### config.mk
export PLATFORM = sky130hd
export DESIGN_NAME = audio_link_rx
export DESIGN_NICKNAME = d
export VERILOG_FILES = /design/src/rtl/audio_link_rx_pkg.sv /design/src/rtl/rx_frame_ctrl.sv /design/src/rtl/rx_slot_datapath.sv /design/src/rtl/audio_link_rx.sv
export SDC_FILE = /design/constraint.sdc
export NUM_CORES = 1
export LEC_CHECK = 0
export BUFFER_PORTS_ARGS = -buffer_cell sky130_fd_sc_hd__buf_4
export CORE_MARGIN = 2
export CORE_UTILIZATION = 40
export DETAILED_ROUTE_END_ITERATION = 12
export SYNTH_ARGS = -nofsm -noshare
export SYNTH_HDL_FRONTEND = slang
export SYNTH_SLANG_ARGS = --single-unit
### constraint.sdc
create_clock -name bitClk -period 2.3 [get_ports bitClk]
set_clock_uncertainty 0.1 [all_clocks]
set_input_delay 0.46 -clock bitClk [delete_from_list [all_inputs] [get_ports bitClk]]
set_output_delay 0.46 -clock bitClk [all_outputs]
set_load 0.01 [all_outputs]
### src/rtl/audio_link_rx_pkg.sv
`timescale 1ns/1ps
package audio_link_rx_pkg;

  // Per-bit commands from the frame sequencer to the slot datapath
  typedef struct packed {
    logic tagShift;   // capture this bit into the tag register
    logic slotShift;  // capture this bit into the slot shifter
    logic slotLast;   // this bit completes a slot that may be presented
  } rxStrobes_t;

endpackage

### src/rtl/rx_frame_ctrl.sv
`timescale 1ns/1ps
module rx_frame_ctrl
  import audio_link_rx_pkg::*;
#(
  parameter int TAG_WIDTH  = 16,
  parameter int SLOT_WIDTH = 20,
  parameter int SLOT_COUNT = 12,
  localparam int NUM_W = $clog2(SLOT_COUNT + 1),
  localparam int CNT_W = $clog2((TAG_WIDTH > SLOT_WIDTH) ? TAG_WIDTH : SLOT_WIDTH)
) (
  input  logic             bitClk,
  input  logic             rstN,
  input  logic             syncIn,
  output rxStrobes_t       strobes,
  output logic [NUM_W-1:0] slotIdx,
  output logic             frameErr
);

  localparam logic [CNT_W-1:0] TAG_END  = CNT_W'(TAG_WIDTH - 1);
  localparam logic [CNT_W-1:0] SLOT_END = CNT_W'(SLOT_WIDTH - 1);
  localparam logic [NUM_W-1:0] FINAL    = NUM_W'(SLOT_COUNT);

  logic             syncQ;
  logic             active;
  logic             seenStart;
  logic [CNT_W-1:0] bitInSlot;
  logic             startDet;
  logic             aligned;
  logic             inTag;

  always_comb begin
    startDet = syncIn && !syncQ;
    inTag    = (slotIdx == '0);
    aligned  = active && (slotIdx == FINAL) && (bitInSlot == SLOT_END);
    strobes.tagShift  = active && inTag && (int'(bitInSlot) <= SLOT_COUNT);
    strobes.slotShift = active && !inTag;
    strobes.slotLast  = active && !inTag && (bitInSlot == SLOT_END) &&
                        !(startDet && !aligned);
  end

  always_ff @(negedge bitClk or negedge rstN) begin
    if (!rstN) begin
      syncQ     <= 1'b1;
      active    <= 1'b0;
      seenStart <= 1'b0;
      bitInSlot <= '0;
      slotIdx   <= '0;
      frameErr  <= 1'b0;
    end else begin
      syncQ    <= syncIn;
      frameErr <= startDet && seenStart && !aligned;
      if (startDet) begin
        active    <= 1'b1;
        seenStart <= 1'b1;
        bitInSlot <= '0;
        slotIdx   <= '0;
      end else if (active) begin
        if (inTag && bitInSlot == TAG_END) begin
          slotIdx   <= NUM_W'(1);
          bitInSlot <= '0;
        end else if (!inTag && bitInSlot == SLOT_END) begin
          bitInSlot <= '0;
          if (slotIdx == FINAL) active <= 1'b0;
          else slotIdx <= slotIdx + NUM_W'(1);
        end else begin
          bitInSlot <= bitInSlot + CNT_W'(1);
        end
      end
    end
  end


  start_restart_chk: assert property (@(negedge bitClk) disable iff (!rstN)
    startDet |=> (active && slotIdx == '0 && bitInSlot == '0));


  aligned_quiet_chk: assert property (@(negedge bitClk) disable iff (!rstN)
    (startDet && aligned) |=> !frameErr);


  err_restart_chk: assert property (@(negedge bitClk) disable iff (!rstN)
    frameErr |-> (active && slotIdx == '0 && bitInSlot == '0));


  idle_silent_chk: assert property (@(negedge bitClk) disable iff (!rstN)
    !active |-> !(strobes.tagShift || strobes.slotShift || strobes.slotLast));

endmodule

### src/rtl/rx_slot_datapath.sv
`timescale 1ns/1ps
module rx_slot_datapath
  import audio_link_rx_pkg::*;
#(
  parameter int SLOT_WIDTH = 20,
  parameter int SLOT_COUNT = 12,
  localparam int NUM_W = $clog2(SLOT_COUNT + 1)
) (
  input  logic                  bitClk,
  input  logic                  rstN,
  input  logic                  serData,
  input  rxStrobes_t            strobes,
  input  logic [NUM_W-1:0]      slotIdx,
  output logic [SLOT_WIDTH-1:0] slotData,
  output logic [NUM_W-1:0]      slotNum,
  output logic                  slotValid
);

  // tagReg[SLOT_COUNT] is the frame flag, tagReg[SLOT_COUNT-k] the tag of slot k
  logic [SLOT_COUNT:0]   tagReg;
  logic [SLOT_WIDTH-2:0] shiftReg;
  logic                  tagHit;

  always_comb begin
    tagHit = 1'b0;
    for (int k = 1; k <= SLOT_COUNT; k++) begin
      if (slotIdx == NUM_W'(k)) tagHit = tagReg[SLOT_COUNT-k];
    end
  end

  always_ff @(negedge bitClk or negedge rstN) begin
    if (!rstN) begin
      tagReg    <= '0;
      shiftReg  <= '0;
      slotData  <= '0;
      slotNum   <= '0;
      slotValid <= 1'b0;
    end else begin
      if (strobes.tagShift)  tagReg   <= {tagReg[SLOT_COUNT-1:0], serData};
      if (strobes.slotShift) shiftReg <= {shiftReg[SLOT_WIDTH-3:0], serData};
      slotValid <= strobes.slotLast && tagReg[SLOT_COUNT] && tagHit;
      if (strobes.slotLast) begin
        slotData <= {shiftReg, serData};
        slotNum  <= slotIdx;
      end
    end
  end


  strobe_single_chk: assert property (@(negedge bitClk) disable iff (!rstN)
    slotValid |=> !slotValid);


  slot_num_range_chk: assert property (@(negedge bitClk) disable iff (!rstN)
    slotValid |-> (slotNum != '0 && int'(slotNum) <= SLOT_COUNT));


  frame_flag_gate_chk: assert property (@(negedge bitClk) disable iff (!rstN)
    slotValid |-> tagReg[SLOT_COUNT]);

endmodule

### src/rtl/audio_link_rx.sv
`timescale 1ns/1ps
module audio_link_rx
  import audio_link_rx_pkg::*;
#(
  parameter int TAG_WIDTH  = 16,
  parameter int SLOT_WIDTH = 20,
  parameter int SLOT_COUNT = 12,
  localparam int NUM_W = $clog2(SLOT_COUNT + 1)
) (
  input  logic                  bitClk,
  input  logic                  rstN,
  input  logic                  syncIn,
  input  logic                  serData,
  output logic [SLOT_WIDTH-1:0] slotData,
  output logic [NUM_W-1:0]      slotNum,
  output logic                  slotValid,
  output logic                  frameErr
);

  rxStrobes_t       strobes;
  logic [NUM_W-1:0] slotIdx;

  rx_frame_ctrl #(
    .TAG_WIDTH (TAG_WIDTH),
    .SLOT_WIDTH(SLOT_WIDTH),
    .SLOT_COUNT(SLOT_COUNT)
  ) ctrl (
    .bitClk  (bitClk),
    .rstN    (rstN),
    .syncIn  (syncIn),
    .strobes (strobes),
    .slotIdx (slotIdx),
    .frameErr(frameErr)
  );

  rx_slot_datapath #(
    .SLOT_WIDTH(SLOT_WIDTH),
    .SLOT_COUNT(SLOT_COUNT)
  ) datapath (
    .bitClk   (bitClk),
    .rstN     (rstN),
    .serData  (serData),
    .strobes  (strobes),
    .slotIdx  (slotIdx),
    .slotData (slotData),
    .slotNum  (slotNum),
    .slotValid(slotValid)
  );


  reset_quiet_chk: assert property (@(negedge bitClk)
    !rstN |-> (!slotValid && !frameErr));

endmodule

==> results of run 1 <==
stage by stage:
step / total power, W / cells
detailed placement: 0.00228 / 365
finish: 0.00319 / 395
global route: 0.00337 / 395
floorplan: 0.00211 / 228
CTS: 0.00320 / 389
global placement: 0.00226 / 365
routing by layer:
layer | vias up | global-route usage
met2 | 34 | 0.232
met1 | 1023 | 0.213
met4 | 0 | 0.0809
met5 | - | 0
met3 | 11 | 0.0285
li1 | 942 | -
kinds of logic after synthesis:
group | share of synthesized area
buffers and inverters | 0.0374
flip-flops | 0.557
multiplexers | 0.223
adder cells (fa/ha/maj) | 0.0278
AO/OA/AOI/OAI | 0.0684
AND/OR/NAND/NOR | 0.0859
state kept, by name (all words and copies together) (netlist names):
register            count
ctrl.seenStart          1
datapath.slotValid      1
ctrl.active             1
ctrl.frameErr           1
ctrl.syncQ              1
datapath.tagReg        13
datapath.slotData      20
datapath.slotNum        4
ctrl.slotIdx            4
datapath.shiftReg      19
ctrl.bitInSlot          5
layout make-up:
type | count | area (um2) | area share
sequential | 70 | 1750 | 0.435
multi-input combinational | 137 | 1320 | 0.328
timing repair buffer | 60 | 609 | 0.151
clock buffer | 10 | 138 | 0.0341
tap | 102 | 128 | 0.0317
clock inverter | 7 | 48.8 | 0.0121
inverter | 9 | 33.8 | 0.00838
power by group through the flow:
stage | logic [W] | registers (W) | clock network [W]
after global placement | 0.000555 | 0.00170 | 0.00000544
after global routing | 0.000656 | 0.00173 | 0.000989
after CTS | 0.000575 | 0.00168 | 0.000939
final | 0.000594 | 0.00168 | 0.000910
after floorplan | 0.000465 | 0.00164 | 0.00000544
after detailed placement | 0.000574 | 0.00170 | 0.00000544
cells in the final DEF, fill, tap and decap left out, drive strengths merged, types with 2 or more instances in the layout:
| cell | netlist | final |
|---|---|---|
| nand3b | 3 | 3 |
| o21ai | 3 | 3 |
| nor4bb | 2 | 2 |
| a21o | 2 | 2 |
| nand3 | 10 | 10 |
| dfrtn | 69 | 69 |
| ha | 7 | 7 |
| clkinvlp | 0 | 3 |
| nand2 | 6 | 6 |
| clkinv | 0 | 2 |
| mux2 | 57 | 57 |
| a31oi | 4 | 4 |
| clkbuf | 3 | 10 |
| nand2b | 7 | 7 |
| inv | 10 | 11 |
| nor2b | 2 | 2 |
| a211oi | 6 | 6 |
| o221ai | 2 | 2 |
| buf | 8 | 60 |
| a21oi | 8 | 8 |
| nor2 | 2 | 2 |
worst max path at each step:
| stage | from | to | slack [ns] |
|---|---|---|---|
| 2_1_floorplan | syncIn | datapath.slotData[10]$_DFFE_NN0P_ | -0.37 |
| 3_3_place_gp | syncIn | datapath.slotNum[0]$_DFFE_NN0P_ | -0.50 |
| 3_5_place_dp | syncIn | datapath.slotData[5]$_DFFE_NN0P_ | -0.53 |
| 4_1_cts | datapath.slotData[3]$_DFFE_NN0P_ | slotData[3] | -0.31 |
| 5_1_grt | datapath.slotData[12]$_DFFE_NN0P_ | slotData[12] | -0.33 |
| 6_report | datapath.slotData[3]$_DFFE_NN0P_ | slotData[3] | -0.31 |
repair_timing:
action,in CTS,in global routing
gates resized for setup,8,17
buffers inserted,6,8
endpoints found under the setup margin,51,64
cloned,3,0
pin swaps,1,1
==> impl_results.md, run 1 <==
- Synth Cell Area: 3150 um2
- Req. time, crit path: 1.74 ns
- Internal Power: 0.00229 W
- Share of cells above drive strength 1: 0.488
- Slowest cell delay on critical path: 0.44 ns
- DR iter-0 viols: 55
- Worst Hold Launch: ctrl.seenStart$_DFFE_NN0P_
- Ant. Diodes: 0
- RR Startpoint: ctrl.bitInSlot[0]$_DFFE_NN0P_
- Yosys cell types: 42
- Worst path arrival time: 2.05 ns
- Post-CTS Hold Buffers: 0
- DR pass1 iterations: 4
- Seq/Total Area, Yosys: 0.557
- GRT overflow: 0
- Clock slew at reported path FFs: 0.05 ns
- Max Slew Vio Count: 0
- Async SR Flop Fraction: 1.00
- WP depth: 1
- Worst Hold Path EP: ctrl.seenStart$_DFFE_NN0P_
- R2R Setup Slk: 0.08 ns
- Pre-CTS setup slack: -0.529 ns
- Synth area leaders: dfrtn_1 55%, mux2_2 17%, mux2_4 4.8%
- Hold path depth: 1
- Yosys warns: 0
- Max cap viols: 0
- Post-synthesis cell count: 228
- Most frequent cell after synthesis: dfrtn_1
- Number of antenna violations at the first check in global routing: 0
- Crit start category: flip-flop
- CP max FO: 2
- Placed wire-length estimate: 3.87 mm
- Filler Cells Inserted: 679
- Crit-path slowest cell: dfrtn_1
- # DRC: 0
- Dominant synthesized flop cell: dfrtn_1
- CTS tree: yes
- Sw Pwr: 0.000899 W
- Worst path cell trace: buf_4
- Switch share: 0.282
- Post-placement cell area: 3610 um2
- Synthesis-to-layout area growth: 28.2%
- Worst-margin pin slew: 0.417 ns
- Post-synth top cells: 69 x dfrtn_1, 47 x mux2_2, 10 x inv_1, 10 x mux2_4, 9 x nand3_1
- Worst-Skew Late Latency: 0.38 ns
- Static leakage: 1.95 nW
- DR vias/cell: 5.09
- Avg WL per Cell: 15.2 um
- GPL Wtd Cong: 0.767
- Port Buffer Count: 29
- Post-synth EDFFs: 0
- First-pass GRT wire length: 10.2 mm
- Yosys reg bits: 70
- Worst path bufs/invs: 1
- Worst setup EP type: output pin
- RSZ-0062 raised after global routing: true
- Setup TNS: -11.86 ns
- Final hold violations: 0
- Max VDD drop: 0.375 mV
- TritonCTS Sinks: 70
- Die height: 92.7 um
- Cell family with most CP delay: flip-flops
- Final Setup Violations: 51
- Via count: 2010
- Final core area utilization: 0.524
- Final #Nets: 299
- Slew headroom: 0.715
- Clock Power Share: 0.285
- IO Pins: 30
- Final ANT Viol Nets: 0
- CTS H-tree depth: 3
- Final instance area: 4030 um2
- Worst setup path class: reg2out
- Routed wl met2: 2.86 mm
- FF-to-FF End: datapath.slotData[10]$_DFFE_NN0P_
- Largest net degree at the start of global routing: 31
- Seq pwr share: 0.528
- Max clock buf depth: 2
- Die area: 8590 um2
- Number of CTS-inserted buffers: 9
- Post-synth top area cell: dfrtn_1
- Syn_area_per_cell: 13.8 um2
- DRT met1 WL: 2.85 mm
- Comb power frac: 0.186
- Die width: 92.7 um
- FP Rows: 32
- Hold WS: 0.321 ns
- Worst r2r path cells: 7
- Post-synth top area share: 0.549
- Drt total wl: 5.99 mm
- Final worst slack: -0.310 ns
- Status: complete, but fails checks
- Violated checks: setup timing
- CTS root buf: clkbuf_8
- Pwr dens: 791 nW/um2
- Core region area: 7690 um2
- Synthesized net count: 239
- Met3 WL: 161 um
- Starting Density: 0.409
- GRT Util Overall: 0.154
- Vias in the first global route: 2002
- Worst hold path class: reg2reg
- Max layer used: met4
Power figures use the tool's default switching activity.
==> run 2: changes to the inputs <==
- ABC_AREA: default -> 1
- SLEW_MARGIN: default -> 20
==> run 2 against run 1 <==
Clock power increased by 23%. Largest cell class unchanged. Worst hold slack got worse by 0.015 ns. Routed wire length increased by 11%. Non-clock buffer count increased by 30. Via count increased by 21%. First-iteration DRC count decreased by 18%. Final area increased by 10%. Cell count increased by 34%. The run still ends with setup timing left. Synthesized area decreased by 0.91%. Sequential share of layout area decreased by 4.0 points. Power increased by 40%.
==> impl_results.md, run 2 <==
- GPL Wtd Cong: 0.791 (was 0.767)
- GRT Util Overall: 0.168 (was 0.154)
- CTS tree: yes (unchanged)
- Internal Power: 0.00287 W (was 0.00229 W)
- Comb power frac: 0.335 (was 0.186)
- Synthesis-to-layout area growth: 42.6% (was 28.2%)
- Ant. Diodes: 0 (unchanged)
- Yosys reg bits: 70 (unchanged)
- Placed wire-length estimate: 4.00 mm (was 3.87 mm)
- Placed cell count: 473 (was 365)
- Seq/Total Area, Yosys: 0.562 (was 0.557)
- First-pass GRT wire length: 11.1 mm (was 10.2 mm)
- Core region area: 7650 um2 (was 7690 um2)
- Slowest cell delay on critical path: 0.45 ns (was 0.44 ns)
- Avg WL per Cell: 12.5 um (was 15.2 um)
- Hold path depth: 2 (was 1)
- Post-synth top area share: 0.554 (was 0.549)
- Biggest regs: datapath.slotData: 20 flops, datapath.shiftReg: 19 flops, datapath.tagReg: 13 flops (unchanged)
- Die area: 8510 um2 (was 8590 um2)
- Most common cell after layout, fill and taps aside: dfrtn_1 (unchanged)
- Most frequent cells in the layout: 69 x dfrtn_1, 66 x buf_4, 53 x nand2_1 (was 69 x dfrtn_1, 41 x mux2_2, 39 x buf_4)
- Worst-margin pin slew: 0.400 ns (was 0.417 ns)
- Seq pwr share: 0.414 (was 0.528)
- Yosys cell types: 28 (was 42)
- Max VDD drop: 0.488 mV (was 0.375 mV)
- Yosys warns: 0 (unchanged)
- Sw Pwr: 0.00160 W (was 0.000899 W)
- Cell family with most CP delay: flip-flops (unchanged)
- Worst path bufs/invs: 1 (unchanged)
- Worst r2r path cells: 11 (was 7)
- Switch share: 0.359 (was 0.282)
- Dominant synthesized flop cell: dfrtn_1 (unchanged)
- Max Slew Vio Count: 0 (unchanged)
- Worst path arrival time: 2.05 ns (about the same)
- Syn_area_per_cell: 9.36 um2 (was 13.8 um2)
- Worst setup path class: reg2out (unchanged)
- Status: complete, but fails checks (unchanged)
- Max cap viols: 0 (unchanged)
- Number of CTS-inserted buffers: 9 (unchanged)
- Synthesized net count: 344 (was 239)
- Die height: 92.3 um (was 92.7 um)
- Req. time, crit path: 1.74 ns (about the same)
- Final cell count without fillers: 530 (was 395)
- Post-synth EDFFs: 0 (unchanged)
- Worst path cell trace: buf_6 (was buf_4)
- Setup TNS: -9.84 ns (was -11.86 ns)
- CP max FO: 2 (unchanged)
- Final #Nets: 434 (was 299)
- Synth Cell Area: 3120 um2 (was 3150 um2)
- IO Pins: 30 (unchanged)
- Synth area leaders: dfrtn_1 55%, nand2_1 8.1%, inv_1 5.4% (was dfrtn_1 55%, mux2_2 17%, mux2_4 4.8%)
- CTS root buf: clkbuf_8 (unchanged)
- Share of cells above drive strength 1: 0.423 (was 0.488)
- Starting Density: 0.408 (was 0.409)
- Largest net degree at the start of global routing: 39 (was 31)
- DR vias/cell: 4.60 (was 5.09)
- Most frequent cell after synthesis: dfrtn_1 (unchanged)
- Post-synthesis cell count: 333 (was 228)
- Worst setup EP type: output pin (unchanged)
- RSZ-0062 raised after global routing: true (unchanged)
- Filler Cells Inserted: 653 (was 679)
- Largest register FFs: 20 (unchanged)
- Worst-Skew Late Latency: 0.38 ns (about the same)
- Die width: 92.3 um (was 92.7 um)
- Violated checks: setup timing (unchanged)
- Via count: 2439 (was 2010)
- Post-synth top cells: 69 x dfrtn_1, 67 x nand2_1, 45 x inv_1 (was 69 x dfrtn_1, 47 x mux2_2, 10 x inv_1, 10 x mux2_4, 9 x nand3_1)
- Clock slew at reported path FFs: 0.05 ns (about the same)
- Crit start category: flip-flop (unchanged)
- CTS H-tree depth: 3 (unchanged)
- DR pass1 iterations: 4 (unchanged)
- Max clock buf depth: 2 (unchanged)
- Final ANT Viol Nets: 0 (unchanged)
- DR iter-0 viols: 45 (was 55)
- Worst hold path class: reg2reg (unchanged)
- Clock Power Share: 0.251 (was 0.285)
- Total Power: 0.00447 W (was 0.00319 W)
- Post-CTS Hold Buffers: 0 (unchanged)
- Top reg by flops: datapath.slotData (unchanged)
- Crit-path slowest cell: dfrtn_1 (unchanged)
- TritonCTS Sinks: 70 (unchanged)
- Number of antenna violations at the first check in global routing: 0 (unchanged)
- WP depth: 1 (unchanged)
- Final hold violations: 0 (unchanged)
- Drt total wl: 6.62 mm (was 5.99 mm)
- Static leakage: 2.17 nW (was 1.95 nW)
- Final Setup Violations: 55 (was 51)
- Pwr dens: 1010 nW/um2 (was 791 nW/um2)
- Slew headroom: 0.733 (was 0.715)
- # DRC: 0 (unchanged)
- FP Rows: 32 (unchanged)
- Hold WS: 0.306 ns (was 0.321 ns)
- Pre-CTS setup slack: -0.492 ns (was -0.529 ns)
- GRT overflow: 0 (unchanged)
- Port Buffer Count: 29 (unchanged)
- Async SR Flop Fraction: 1.00 (unchanged)
- Post-synth top area cell: dfrtn_1 (unchanged)
- Final worst slack: -0.308 ns (was -0.310 ns)
- Vias in the first global route: 2383 (was 2002)
## run 2: cell count changes in the layout (fill, tap and decap cells not counted), sizes merged, moves of 4 or more
| cell | change |
|---|---|
| nand2 | +73 |
| nor2 | +23 |
| inv | +39 |
| a211oi | -6 |
| buf | +29 |
| a31oi | -4 |
| nand2b | -7 |
| o21ai | +55 |
| mux2 | -56 |
## run 2: power by group through the flow
| stage | Clock, W | Combinational, W | Sequential [W] |
|---|---|---|---|
| final | 0.00112 | 0.00150 | 0.00185 |
| after global routing | 0.00122 | 0.00172 | 0.00190 |
| after global placement | 0.00000544 | 0.00131 | 0.00186 |
| after floorplan | 0.00000544 | 0.000939 | 0.00184 |
| after CTS | 0.00115 | 0.00144 | 0.00185 |
| after detailed placement | 0.00000544 | 0.00133 | 0.00186 |
## run 2: cell families after synthesis
logic type	share of synthesized area
AND/OR/NAND/NOR	0.159
AO/OA/AOI/OAI	0.148
flip-flops	0.562
buffers and inverters	0.0911
adder cells (fa/ha/maj)	0.0281
XOR/XNOR	0.00843
multiplexers	0.00361
## run 2: per-layer routing
metal  GRT usage  part of all wire  wire [um]
met3      0.0345             0.028        183
met2       0.282              0.52       3460
met1       0.209              0.43       2870
met4      0.0784             0.017        111
met5           0                 0          0
## run 2: repair_timing
item                                    in CTS  in global routing
endpoints found under the setup margin      56                 60
pin swaps                                    4                  2
buffers inserted                            27                 14
gates resized for setup                     43                 36
gates cloned                                 4                  1
## run 2: layout make-up
class,instances,area [um2],area share
Clock buffer,11,141,0.0318
Clock inverter,6,85.1,0.0191
Inverter,49,196,0.0442
Multi-Input combinational cell,202,1280,0.289
Sequential cell,70,1750,0.395
Tap cell,102,128,0.0287
Timing Repair Buffer,90,857,0.193
## run 2: path summary, 6_finish.rpt
kind	slack, ns	start	endpoint
min in group asynchronous	0.90	rstN	datapath.slotData[10]$_DFFE_NN0P_
min reg2reg	0.31	ctrl.seenStart$_DFFE_NN0P_	ctrl.seenStart$_DFFE_NN0P_
max	-0.31	datapath.slotNum[2]$_DFFE_NN0P_	slotNum[2]
min	0.31	ctrl.seenStart$_DFFE_NN0P_	ctrl.seenStart$_DFFE_NN0P_
max reg2reg	0.06	ctrl.slotIdx[1]$_DFFE_NN0P_	datapath.slotNum[2]$_DFFE_NN0P_
max in group asynchronous	0.73	rstN	datapath.tagReg[7]$_DFFE_NN0P_
## run 2: tightest hold or removal path: cells and delay by family (launching register included)
family	cells	cell delay (ns)
AND/OR/NAND/NOR	1	0.06
flip-flops	1	0.39
buffers and inverters	1	0.05
## run 2: per-stage QoR
stage          utilization  cell area (um2)
2_1_floorplan            -             3140
3_3_place_gp         0.466             3560
3_5_place_dp         0.466             3560
4_1_cts              0.557             4260
5_1_grt              0.581             4440
6_report             0.581             4440
